[src/rtl/mmt_pkg.sv]
package mmt_pkg;
   typedef enum logic [1:0] {
      MMT_TIMER = 2'b00,
      MMT_PULSE = 2'b01,
      MMT_EVENT = 2'b10,
      MMT_WIDTH = 2'b11
   } mmt_mode_e;
endpackage

[src/rtl/mmt_prescale.sv]
module mmt_prescale #(
   parameter int DIV_SLOW = 16,
   parameter int DIV_FAST = 2
) (
   input  logic clk,
   input  logic rst_n,
   output logic tick_slow,
   output logic tick_fast
);
   localparam int PH_W   = (DIV_SLOW > 1) ? $clog2(DIV_SLOW) : 1;
   localparam int FAST_W = (DIV_FAST > 1) ? $clog2(DIV_FAST) : 1;

   generate
      if (DIV_SLOW < 2 || (DIV_SLOW & (DIV_SLOW - 1)) != 0)
         $error("DIV_SLOW must be a power of two of at least 2");
      if (DIV_FAST < 1 || DIV_FAST >= DIV_SLOW || (DIV_FAST & (DIV_FAST - 1)) != 0)
         $error("DIV_FAST must be a power of two below DIV_SLOW");
   endgenerate

   logic [PH_W-1:0] ph_q;

   always_ff @(posedge clk or negedge rst_n) begin
      if (!rst_n) ph_q <= '0;
      else        ph_q <= ph_q + 1'b1;
   end

   assign tick_slow = &ph_q;

   generate
      if (DIV_FAST == 1) begin : g_fast_every
         assign tick_fast = 1'b1;
      end else begin : g_fast_div
         assign tick_fast = &ph_q[FAST_W-1:0];
      end
   endgenerate

   // slow tick lands on a fast tick, and never in two clocks running
   assert_slow_on_fast_R2: assert property (@(posedge clk) disable iff (!rst_n)
      tick_slow |-> tick_fast);
   assert_slow_single_R2: assert property (@(posedge clk) disable iff (!rst_n)
      tick_slow |=> !tick_slow);
endmodule

[src/rtl/mmt_pin_sync.sv]
module mmt_pin_sync #(
   parameter int STAGES = 2
) (
   input  logic clk,
   input  logic rst_n,
   input  logic pin_i,
   output logic level_o,
   output logic rise_o,
   output logic fall_o
);
   generate
      if (STAGES < 2) $error("STAGES must be at least 2");
   endgenerate

   logic [STAGES-1:0] sh_q;
   logic              prev_q;

   always_ff @(posedge clk or negedge rst_n) begin
      if (!rst_n) begin
         sh_q   <= '0;
         prev_q <= 1'b0;
      end else begin
         sh_q   <= {sh_q[STAGES-2:0], pin_i};
         prev_q <= sh_q[STAGES-1];
      end
   end

   assign level_o = sh_q[STAGES-1];
   assign rise_o  = level_o & ~prev_q;
   assign fall_o  = ~level_o & prev_q;

   // one edge yields exactly one pulse
   assert_rise_once_R8: assert property (@(posedge clk) disable iff (!rst_n)
      rise_o |=> !rise_o);
   assert_fall_once_R8: assert property (@(posedge clk) disable iff (!rst_n)
      fall_o |=> !fall_o);
endmodule

[src/rtl/mmt_counter.sv]
module mmt_counter #(
   parameter int W = 8
) (
   input  logic         clk,
   input  logic         rst_n,
   input  logic         cnt_en,
   input  logic         load_now,
   input  logic [W-1:0] load_val,
   input  logic [W-1:0] reload_val,
   output logic [W-1:0] count_o,
   output logic         underflow_o
);
   logic [W-1:0] cnt_q;

   assign underflow_o = cnt_en && !load_now && (cnt_q == '0);

   always_ff @(posedge clk or negedge rst_n) begin
      if (!rst_n)           cnt_q <= '1;
      else if (load_now)    cnt_q <= load_val;
      else if (underflow_o) cnt_q <= reload_val;
      else if (cnt_en)      cnt_q <= cnt_q - 1'b1;
   end

   assign count_o = cnt_q;

   assert_reload_at_zero_R3: assert property (@(posedge clk) disable iff (!rst_n)
      (cnt_en && !load_now && cnt_q == '0) |=> cnt_q == $past(reload_val));
   assert_step_down_R3: assert property (@(posedge clk) disable iff (!rst_n)
      (cnt_en && !load_now && cnt_q != '0) |=> cnt_q == $past(cnt_q) - 1'b1);
   assert_direct_load_R6: assert property (@(posedge clk) disable iff (!rst_n)
      load_now |=> cnt_q == $past(load_val));
endmodule

[src/rtl/mm_timer.sv]
module mm_timer
   import mmt_pkg::*;
#(
   parameter int CNT_W       = 8,
   parameter int DIV_SLOW    = 16,
   parameter int DIV_FAST    = 2,
   parameter int SYNC_STAGES = 2
) (
   input  logic             clk,
   input  logic             rst_n,
   input  logic             reload_we,
   input  logic [CNT_W-1:0] reload_wd,
   input  logic             cfg_we,
   input  logic [1:0]       cfg_mode,
   input  logic             cfg_pol,
   input  logic             cfg_fast,
   input  logic             cfg_stop,
   input  logic             irq_clr,
   output logic [CNT_W-1:0] count_o,
   output logic             irq_o,
   input  logic             cntr_i,
   output logic             cntr_o,
   output logic             cntr_oe_o
);
   generate
      if (CNT_W < 2) $error("CNT_W must be at least 2");
   endgenerate

   mmt_mode_e        mode_q;
   logic             pol_q, fast_q, stop_q, irq_q, out_q;
   logic [CNT_W-1:0] reload_q;
   logic             tick_slow, tick_fast, src_tick;
   logic             pin_lvl, pin_rise, pin_fall;
   logic             pulse_raw, cnt_en, uf;

   mmt_prescale #(.DIV_SLOW(DIV_SLOW), .DIV_FAST(DIV_FAST)) u_pre (
      .clk(clk), .rst_n(rst_n), .tick_slow(tick_slow), .tick_fast(tick_fast));

   mmt_pin_sync #(.STAGES(SYNC_STAGES)) u_sync (
      .clk(clk), .rst_n(rst_n), .pin_i(cntr_i),
      .level_o(pin_lvl), .rise_o(pin_rise), .fall_o(pin_fall));

   always_comb begin
      src_tick  = fast_q ? tick_fast : tick_slow;
      pulse_raw = 1'b0;
      case (mode_q)
         MMT_TIMER: pulse_raw = src_tick;
         MMT_PULSE: pulse_raw = src_tick;
         MMT_EVENT: pulse_raw = pol_q ? pin_fall : pin_rise;
         MMT_WIDTH: pulse_raw = src_tick && (pin_lvl != pol_q);
      endcase
      cnt_en = pulse_raw && !stop_q;
   end

   mmt_counter #(.W(CNT_W)) u_cnt (
      .clk(clk), .rst_n(rst_n), .cnt_en(cnt_en),
      .load_now(reload_we && stop_q), .load_val(reload_wd),
      .reload_val(reload_q), .count_o(count_o), .underflow_o(uf));

   always_ff @(posedge clk or negedge rst_n) begin
      if (!rst_n) begin
         mode_q   <= MMT_TIMER;
         pol_q    <= 1'b0;
         fast_q   <= 1'b0;
         stop_q   <= 1'b1;
         reload_q <= '1;
      end else begin
         if (cfg_we) begin
            mode_q <= mmt_mode_e'(cfg_mode);
            pol_q  <= cfg_pol;
            fast_q <= cfg_fast;
            stop_q <= cfg_stop;
         end
         if (reload_we) reload_q <= reload_wd;
      end
   end

   always_ff @(posedge clk or negedge rst_n) begin
      if (!rst_n)       irq_q <= 1'b0;
      else if (uf)      irq_q <= 1'b1;
      else if (irq_clr) irq_q <= 1'b0;
   end

   always_ff @(posedge clk or negedge rst_n) begin
      if (!rst_n)                         out_q <= 1'b1;
      else if (cfg_we)                    out_q <= ~cfg_pol;
      else if (uf && mode_q == MMT_PULSE) out_q <= ~out_q;
   end

   assign irq_o     = irq_q;
   assign cntr_o    = out_q;
   assign cntr_oe_o = (mode_q == MMT_PULSE);

   assert_irq_on_underflow_R3: assert property (@(posedge clk) disable iff (!rst_n)
      uf |=> irq_q);
   assert_irq_sticky_R4: assert property (@(posedge clk) disable iff (!rst_n)
      (irq_q && !irq_clr) |=> irq_q);
   assert_frozen_when_stopped_R5: assert property (@(posedge clk) disable iff (!rst_n)
      (stop_q && !reload_we) |=> $stable(count_o));
   assert_pin_moves_on_cause_R7: assert property (@(posedge clk) disable iff (!rst_n)
      (!cfg_we && !uf) |=> $stable(cntr_o));
endmodule

[config.mk]
export PLATFORM = sky130hd
export DESIGN_NAME = mm_timer
export DESIGN_NICKNAME = d
export VERILOG_FILES = /design/src/rtl/mmt_pkg.sv /design/src/rtl/mmt_prescale.sv /design/src/rtl/mmt_pin_sync.sv /design/src/rtl/mmt_counter.sv /design/src/rtl/mm_timer.sv
export SDC_FILE = /design/constraint.sdc
export NUM_CORES = 1
export LEC_CHECK = 0
export BUFFER_PORTS_ARGS = -buffer_cell sky130_fd_sc_hd__buf_2
export CAP_MARGIN = 20
export CELL_PAD_IN_SITES_DETAIL_PLACEMENT = 0
export CELL_PAD_IN_SITES_GLOBAL_PLACEMENT = 1
export CORE_ASPECT_RATIO = 1.2
export CORE_MARGIN = 4
export CORE_UTILIZATION = 42
export CTS_CLUSTER_DIAMETER = 30
export DETAILED_ROUTE_END_ITERATION = 7
export GPL_TIMING_DRIVEN = 0
export HOLD_SLACK_MARGIN = 0.08
export PLACE_DENSITY_LB_ADDON = 0.1
export SLEW_MARGIN = 15
export SYNTH_ARGS = -nofsm -noshare
export SYNTH_HDL_FRONTEND = slang
export SYNTH_HIERARCHICAL = 1
export SYNTH_SLANG_ARGS = --single-unit
[constraint.sdc]
create_clock -name clk -period 2.7 [get_ports clk]
set_input_delay 0.405 -clock clk [delete_from_list [all_inputs] [get_ports clk]]
set_output_delay 0.405 -clock clk [all_outputs]
set_load 0.05 [all_outputs]
After elaboration in Yosys (flattened, before gate mapping)
Cells that the tools add are included.
- output and inout bits: 11
- bits in registers: 30
- mux-type cells: 10
- add/subtract/negate cells: 2
- bitwise logic cells: 6
- reductions and logical operators: 15
- equal/unequal tests: 4
- operator list (cell ; count):
    two-way mux 8 bit ; 3
    logical NOT 8 bit ; 1
    subtractor 8 x 1 -> 8 bit, second input constant ; 1
    logical AND 1 bit ; 6
    two-way mux 1 bit ; 6
    adder 4 x 1 -> 4 bit, second input constant ; 1
    equality test 2 bit, second input constant ; 2
    inverter 1 bit ; 4
    AND reduction 4 bit ; 1
    nonzero test 2 bit ; 2
    case mux 1 bit (3 select lines) ; 1
    nonzero test 3 bit ; 1
    AND 1 bit ; 2
    equality test 2 x 1 -> 1 bit, second input constant ; 1
    logical NOT 1 bit ; 2
    logical NOT 2 bit ; 1
    OR reduction 2 bit ; 1
    != test 1 bit ; 1

Longest topological paths before layout
- depth in word-level cells: 10
- gate-level depth with buffers: 10
- depth with buffers taken out: 10

Hierarchy
Netlist, hierarchy kept.
- modules (own cells, without submodules) (module ; sequential area each (sq um) ; area an instance (sq um) ; cells each ; times used):
    mm_timer ; 387.9 ; 651.9 ; 45 ; 1
    mmt_counter ; 210.2 ; 574.3 ; 63 ; 1
    mmt_prescale ; 100.1 ; 151.4 ; 10 ; 1
    mmt_pin_sync ; 75.1 ; 90.1 ; 5 ; 1

Worst setup path before layout
OpenSTA, ideal clock, no wires.
- path kind: register -> register
- start: register u_pre.ph_q[0]
- end: register out_q, in the netlist cntr_o
- slack: 0.586 ns
- cell stages (with the launch flop): 11
- library setup time: 0.075 ns
- data required time: 2.625 ns
- data arrival time: 2.039 ns
- clock period less this slack: 2.114 ns
- path buffers: 0
- cells stage by stage: dfrtp_1 ha_1 and3_2 mux2i_1 a2111o_1 o41ai_1 nand2b_1 nor2_1 nand3b_1 xor2_1 mux2i_1
- cells in the longest elaborated chain, start to end: 9
- ends and longest elaborated chain (item ; RTL line ; RTL):
    start: declaration ; mmt_prescale.sv:20 ; logic [PH_W-1:0] ph_q;
    start signal: assignment ; mmt_prescale.sv:24 ; else ph_q <= ph_q + 1'b1;
    AND reduction 4 bit (*) ; mmt_prescale.sv:27 ; assign tick_slow = &ph_q;
    net tick_slow ; mm_timer.sv:32 ; logic tick_slow, tick_fast, src_tick;
    two-way mux 1 bit (*) ; mm_timer.sv:44 ; src_tick = fast_q ? tick_fast : tick_slow;
    logical AND 1 bit ; mm_timer.sv:50 ; MMT_WIDTH: pulse_raw = src_tick && (pin_lvl != pol_q);
    case mux 1 bit (3 select lines) (*) ; mm_timer.sv:46 ; case (mode_q)
    logical AND 1 bit (*) ; mm_timer.sv:52 ; cnt_en = pulse_raw && !stop_q;
    net cnt_en ; mm_timer.sv:34 ; logic pulse_raw, cnt_en, uf;
    logical AND 1 bit (*) (2 in a row) ; mmt_counter.sv:15 ; assign underflow_o = cnt_en && !load_now && (cnt_q == '0);
    net uf ; mm_timer.sv:34 ;
    logical AND 1 bit (*) ; mm_timer.sv:87 ; else if (uf && mode_q == MMT_PULSE) out_q <= ~out_q;
    nonzero test 2 bit (no source line) (*) ; n/a ;
    end signal: assignment ; mm_timer.sv:86 ; else if (cfg_we) out_q <= ~cfg_pol;
    end signal: assignment ; mm_timer.sv:87 ;
    end: declaration ; mm_timer.sv:30 ; logic pol_q, fast_q, stop_q, irq_q, out_q;
Mark *: on every way through the listed nets, which the timed path passes. The rest lies on a longest branch.
A chain may end at the register's enable or synchronous reset.

Final worst setup path
- start: register u_pre.ph_q[0]
- end: register u_cnt.cnt_q[6], in the netlist u_cnt/count_o[6]
- cells in the longest elaborated chain, start to end: 9
- elaborated cells between the ends (all ways): 10
- classes of those cells: mux: 4; reduce/logical: 6
- ends and longest elaborated chain (item ; RTL line ; RTL):
    AND reduction 4 bit (*) ; mmt_prescale.sv:27 ;
    net tick_slow ; mm_timer.sv:32 ;
    two-way mux 1 bit (*) ; mm_timer.sv:44 ;
    logical AND 1 bit ; mm_timer.sv:50 ;
    case mux 1 bit (3 select lines) (*) ; mm_timer.sv:46 ;
    logical AND 1 bit (*) ; mm_timer.sv:52 ;
    net cnt_en ; mm_timer.sv:34 ;
    logical AND 1 bit (2 in a row) ; mmt_counter.sv:15 ;
    two-way mux 8 bit ; mmt_counter.sv:20 ; else if (underflow_o) cnt_q <= reload_val;
    two-way mux 8 bit ; mmt_counter.sv:19 ; else if (load_now) cnt_q <= load_val;
    end signal: assignment ; mmt_counter.sv:19 ;
    end signal: assignment ; mmt_counter.sv:20 ;
    end signal: assignment ; mmt_counter.sv:21 ; else if (cnt_en) cnt_q <= cnt_q - 1'b1;
    end: declaration ; mmt_counter.sv:13 ; logic [W-1:0] cnt_q;
Marks and branches as above.

==> reports/qor.yml <==
status:
  outcome: "complete, no violations"
routing:
  initialDrtViolationCount: 78
  vias_per_cell: 5.53
  drt_first_pass_iters: 4
  routed_wl_um: 3140
  post-route-drc-count: 0
  final_antenna_net_count: 0
  detail_route.wl_per_cell_um: 16.0
  vias: 1084
floorplan:
  rows: 23
  die_w_um: 62.0
  dieArea_um2: 4510
  core-area_um2: 3370
  initial_utilization_pct: 43.6
  dieHeight_um: 72.8
  io_pins: 30
timing:
  final-setup-viol-count: 0
  fmax_mhz: 408
  maxSlewHeadroom_pct: 56.0
  worstMarginPinSlew_ns: 0.651
  fin_crit_sh_pct: 90.9
  final_hold_viol_count: 0
  final.setup.tns_ns: 0
  fin_ws_ns: 0.246
  finClkSkew_ns: 0.00955
  rsz0062_at_grt: "false"
  period_needed_ns: 2.45
  slew_viol_final: 0
clock_tree:
  clkSinkCount: 30
  cts_resized: 0
  cts_max_path_buffers: 2
  cts_tree: "built"
  clockRootBuffer: "clkbuf_8"
  path_clk_slew_ns: 0.07
  cts_hold_buf: 0
  htreeDepth: 2
  cts_setup_buffers: 0
  clock_latency_ns: 0.28
  numCtsBuffers: 5
logic_synthesis:
  synth_seq_area_share_pct: 52.7
  synth_area_per_cell_um2: 11.9
  syn_area_um2: 1470
  ys_seq_elements: 30
  synthFlopType: "dfstp_2"
  synth_edf_count: 0
  ys_types: 42
  async_flop_share_pct: 100
  ys_warn_count: 6
  netlist_instances: 123
  syn_nets: 144
pwr:
  ir_drop_uv: 506
  switchingPower_uw: 515
  p_leak_nw: 0.785
  seqPwrFrac_pct: 42.2
  power_density_nw_per_um2: 837
  pwr-share-clk_pct: 30.0
  swShare_pct: 34.8
  p_comb_share_pct: 27.8
  power.internal_uw: 966
critical_path:
  arrival_ns: 2.66
  path_class: "reg -> reg"
  cp.required_ns: 2.91
  endpoint_kind: "flop"
  cp_max_fo: 4
  start_kind: "flop"
placement:
  dp_slack_ns: 0.258
  hpwl_um: 2200
  portBuffers: 27
  routabilityCongestion: 0.780
global_route:
  grt_max_degree: 31
  grt_usage_pct: 16.0
  grt_pass1_vias: 1096
  antenna_found_initial: 0
  grt_pass1_wl_um: 5310
  grt.overflow.total: 0
layout:
  diodes: 0
  area_growth_pct: 20.5
  fill_cells: 312
  nets: 179
  drive_gt1_share_pct: 47.8
hold_path:
  hp-class: "in -> async"
run:
  drv_cap: 0
metrics by stage:
stage	hold WS (ns)	std cells	util (%)	area [µm²]	total power, mW
floorplan	0.109	123	-	1470	0.932
global placement	0.334	187	49.0	1650	1.03
detailed placement	0.339	188	49.3	1660	1.04
CTS	0.170	196	52.5	1770	1.49
global route	0.203	196	52.5	1770	1.57
finish	0.157	196	52.5	1770	1.48
area by class of cell:
cell class                 instances  area [µm²]  area share (%)
timing repair buffer              28         146            8.27
clock inverter                     3        40.0            2.26
tap                               37        46.3            2.62
multi-input combinational         85         663            37.5
clock buffer                       5        68.8            3.89
inverter                           5        18.8            1.06
buffer                             3        12.5           0.707
sequential                        30         773            43.7
registers in the layout, summed over array words and instances (netlist names):
register and cells:
u_pre/ph_q 4, fast_q 1, u_sync/sh_q 2, u_cnt/count_o 8, pol_q 1, mode_q 2, u_sync/prev_q 1, cntr_o 1
stop_q 1, reload_q 8, irq_o 1
per-layer routing:
layer,vias up,global-route usage [%],share of wire [%]
li1,514,-,-
met1,533,19.7,42
met2,35,25.9,52
met3,2,4.60,5.7
met4,0,5.66,0.64
met5,-,0,0
power groups by stage:
stage                     clock [mW]  sequential [mW]  combinational [mW]
after floorplan                    0            0.745               0.187
after global placement             0            0.628               0.404
after detailed placement           0            0.631               0.412
after CTS                      0.455            0.625               0.414
after global routing           0.480            0.640               0.450
final                          0.444            0.624               0.412
worst max-delay path: stages, from the launching register on:
cell             delay (ns)
dfrtp_1                0.40
ha_1                   0.19
and3_2                 0.18
mux2i_1                0.07
a2111o_1               0.38
o41ai_1                0.13
clkdlybuf4s15_2        0.34
nand3b_1               0.10
mux2_1                 0.32
mux2_2                 0.26
kinds of logic (layout without fill, tap and decap cells):
family          count (synthesis)  in the layout  synth area share, %
compound gates                 26             26                 11.7
buf+inv                         8             44                 2.13
simple gates                   34             34                 15.3
xor+xnor                        5              5                 2.98
fa+ha+maj                       2              2                 1.70
flops                          30             30                 52.7
mux                            18             18                 13.5
placed cells by master (no fill, tap or decap), drive strengths merged, types with 2 or more instances in the layout:
master | synthesis | final
inv | 5 | 5
nand2 | 5 | 5
dfstp | 18 | 18
and2 | 2 | 2
and3 | 2 | 2
a22oi | 4 | 4
nor2b | 3 | 3
nor2 | 6 | 6
mux2i | 4 | 4
nand2b | 2 | 2
ha | 2 | 2
dfrtp | 12 | 12
nand3 | 2 | 2
mux2 | 14 | 14
clkinv | 0 | 2
clkbuf | 2 | 7
and2b | 2 | 2
o21ai | 8 | 8
nand3b | 2 | 2
buf | 1 | 28
xnor2 | 2 | 2
nor3b | 2 | 2
a21oi | 4 | 4
nor3 | 3 | 3
xor2 | 3 | 3
Yosys cell counts, types with 2 or more instances:
library cell / instances / area share [%]
clkbuf_1: 2 / 0.51
mux2i_1: 4 / 2.7
o21ai_0: 5 / 1.7
nand2b_1: 2 / 0.85
nand2_1: 5 / 1.3
xnor2_1: 2 / 1.2
ha_1: 2 / 1.7
and2b_2: 2 / 1.2
xor2_1: 3 / 1.8
nor3_1: 3 / 1.0
nor3b_1: 2 / 1.0
o21ai_1: 3 / 1.0
nand3b_1: 2 / 1.0
dfstp_2: 18 / 32
a21oi_1: 4 / 1.4
nor2b_1: 3 / 1.3
inv_1: 5 / 1.3
a22oi_1: 4 / 2.0
dfrtp_1: 12 / 20
mux2_2: 13 / 10
nor2_1: 6 / 1.5
final timing paths:
kind | from | end | slack (ns) | cells after the start
setup / recovery | u_pre/ph_q[0] | u_cnt/count_o[6] | 0.25 | 9
hold / removal | rst_n | mode_q[1] | 0.16 | 1
hold reg to reg | u_sync/sh_q[0] | u_sync/sh_q[1] | 0.35 | 0
min in group clk | cntr_i | u_sync/sh_q[0] | 0.23 | 1
max in group asynchronous | rst_n | mode_q[0] | 2.11 | 1
setup reg to reg | u_pre/ph_q[0] | u_cnt/count_o[6] | 0.25 | 9
No activity file was read; power rests on OpenSTA's default activity.
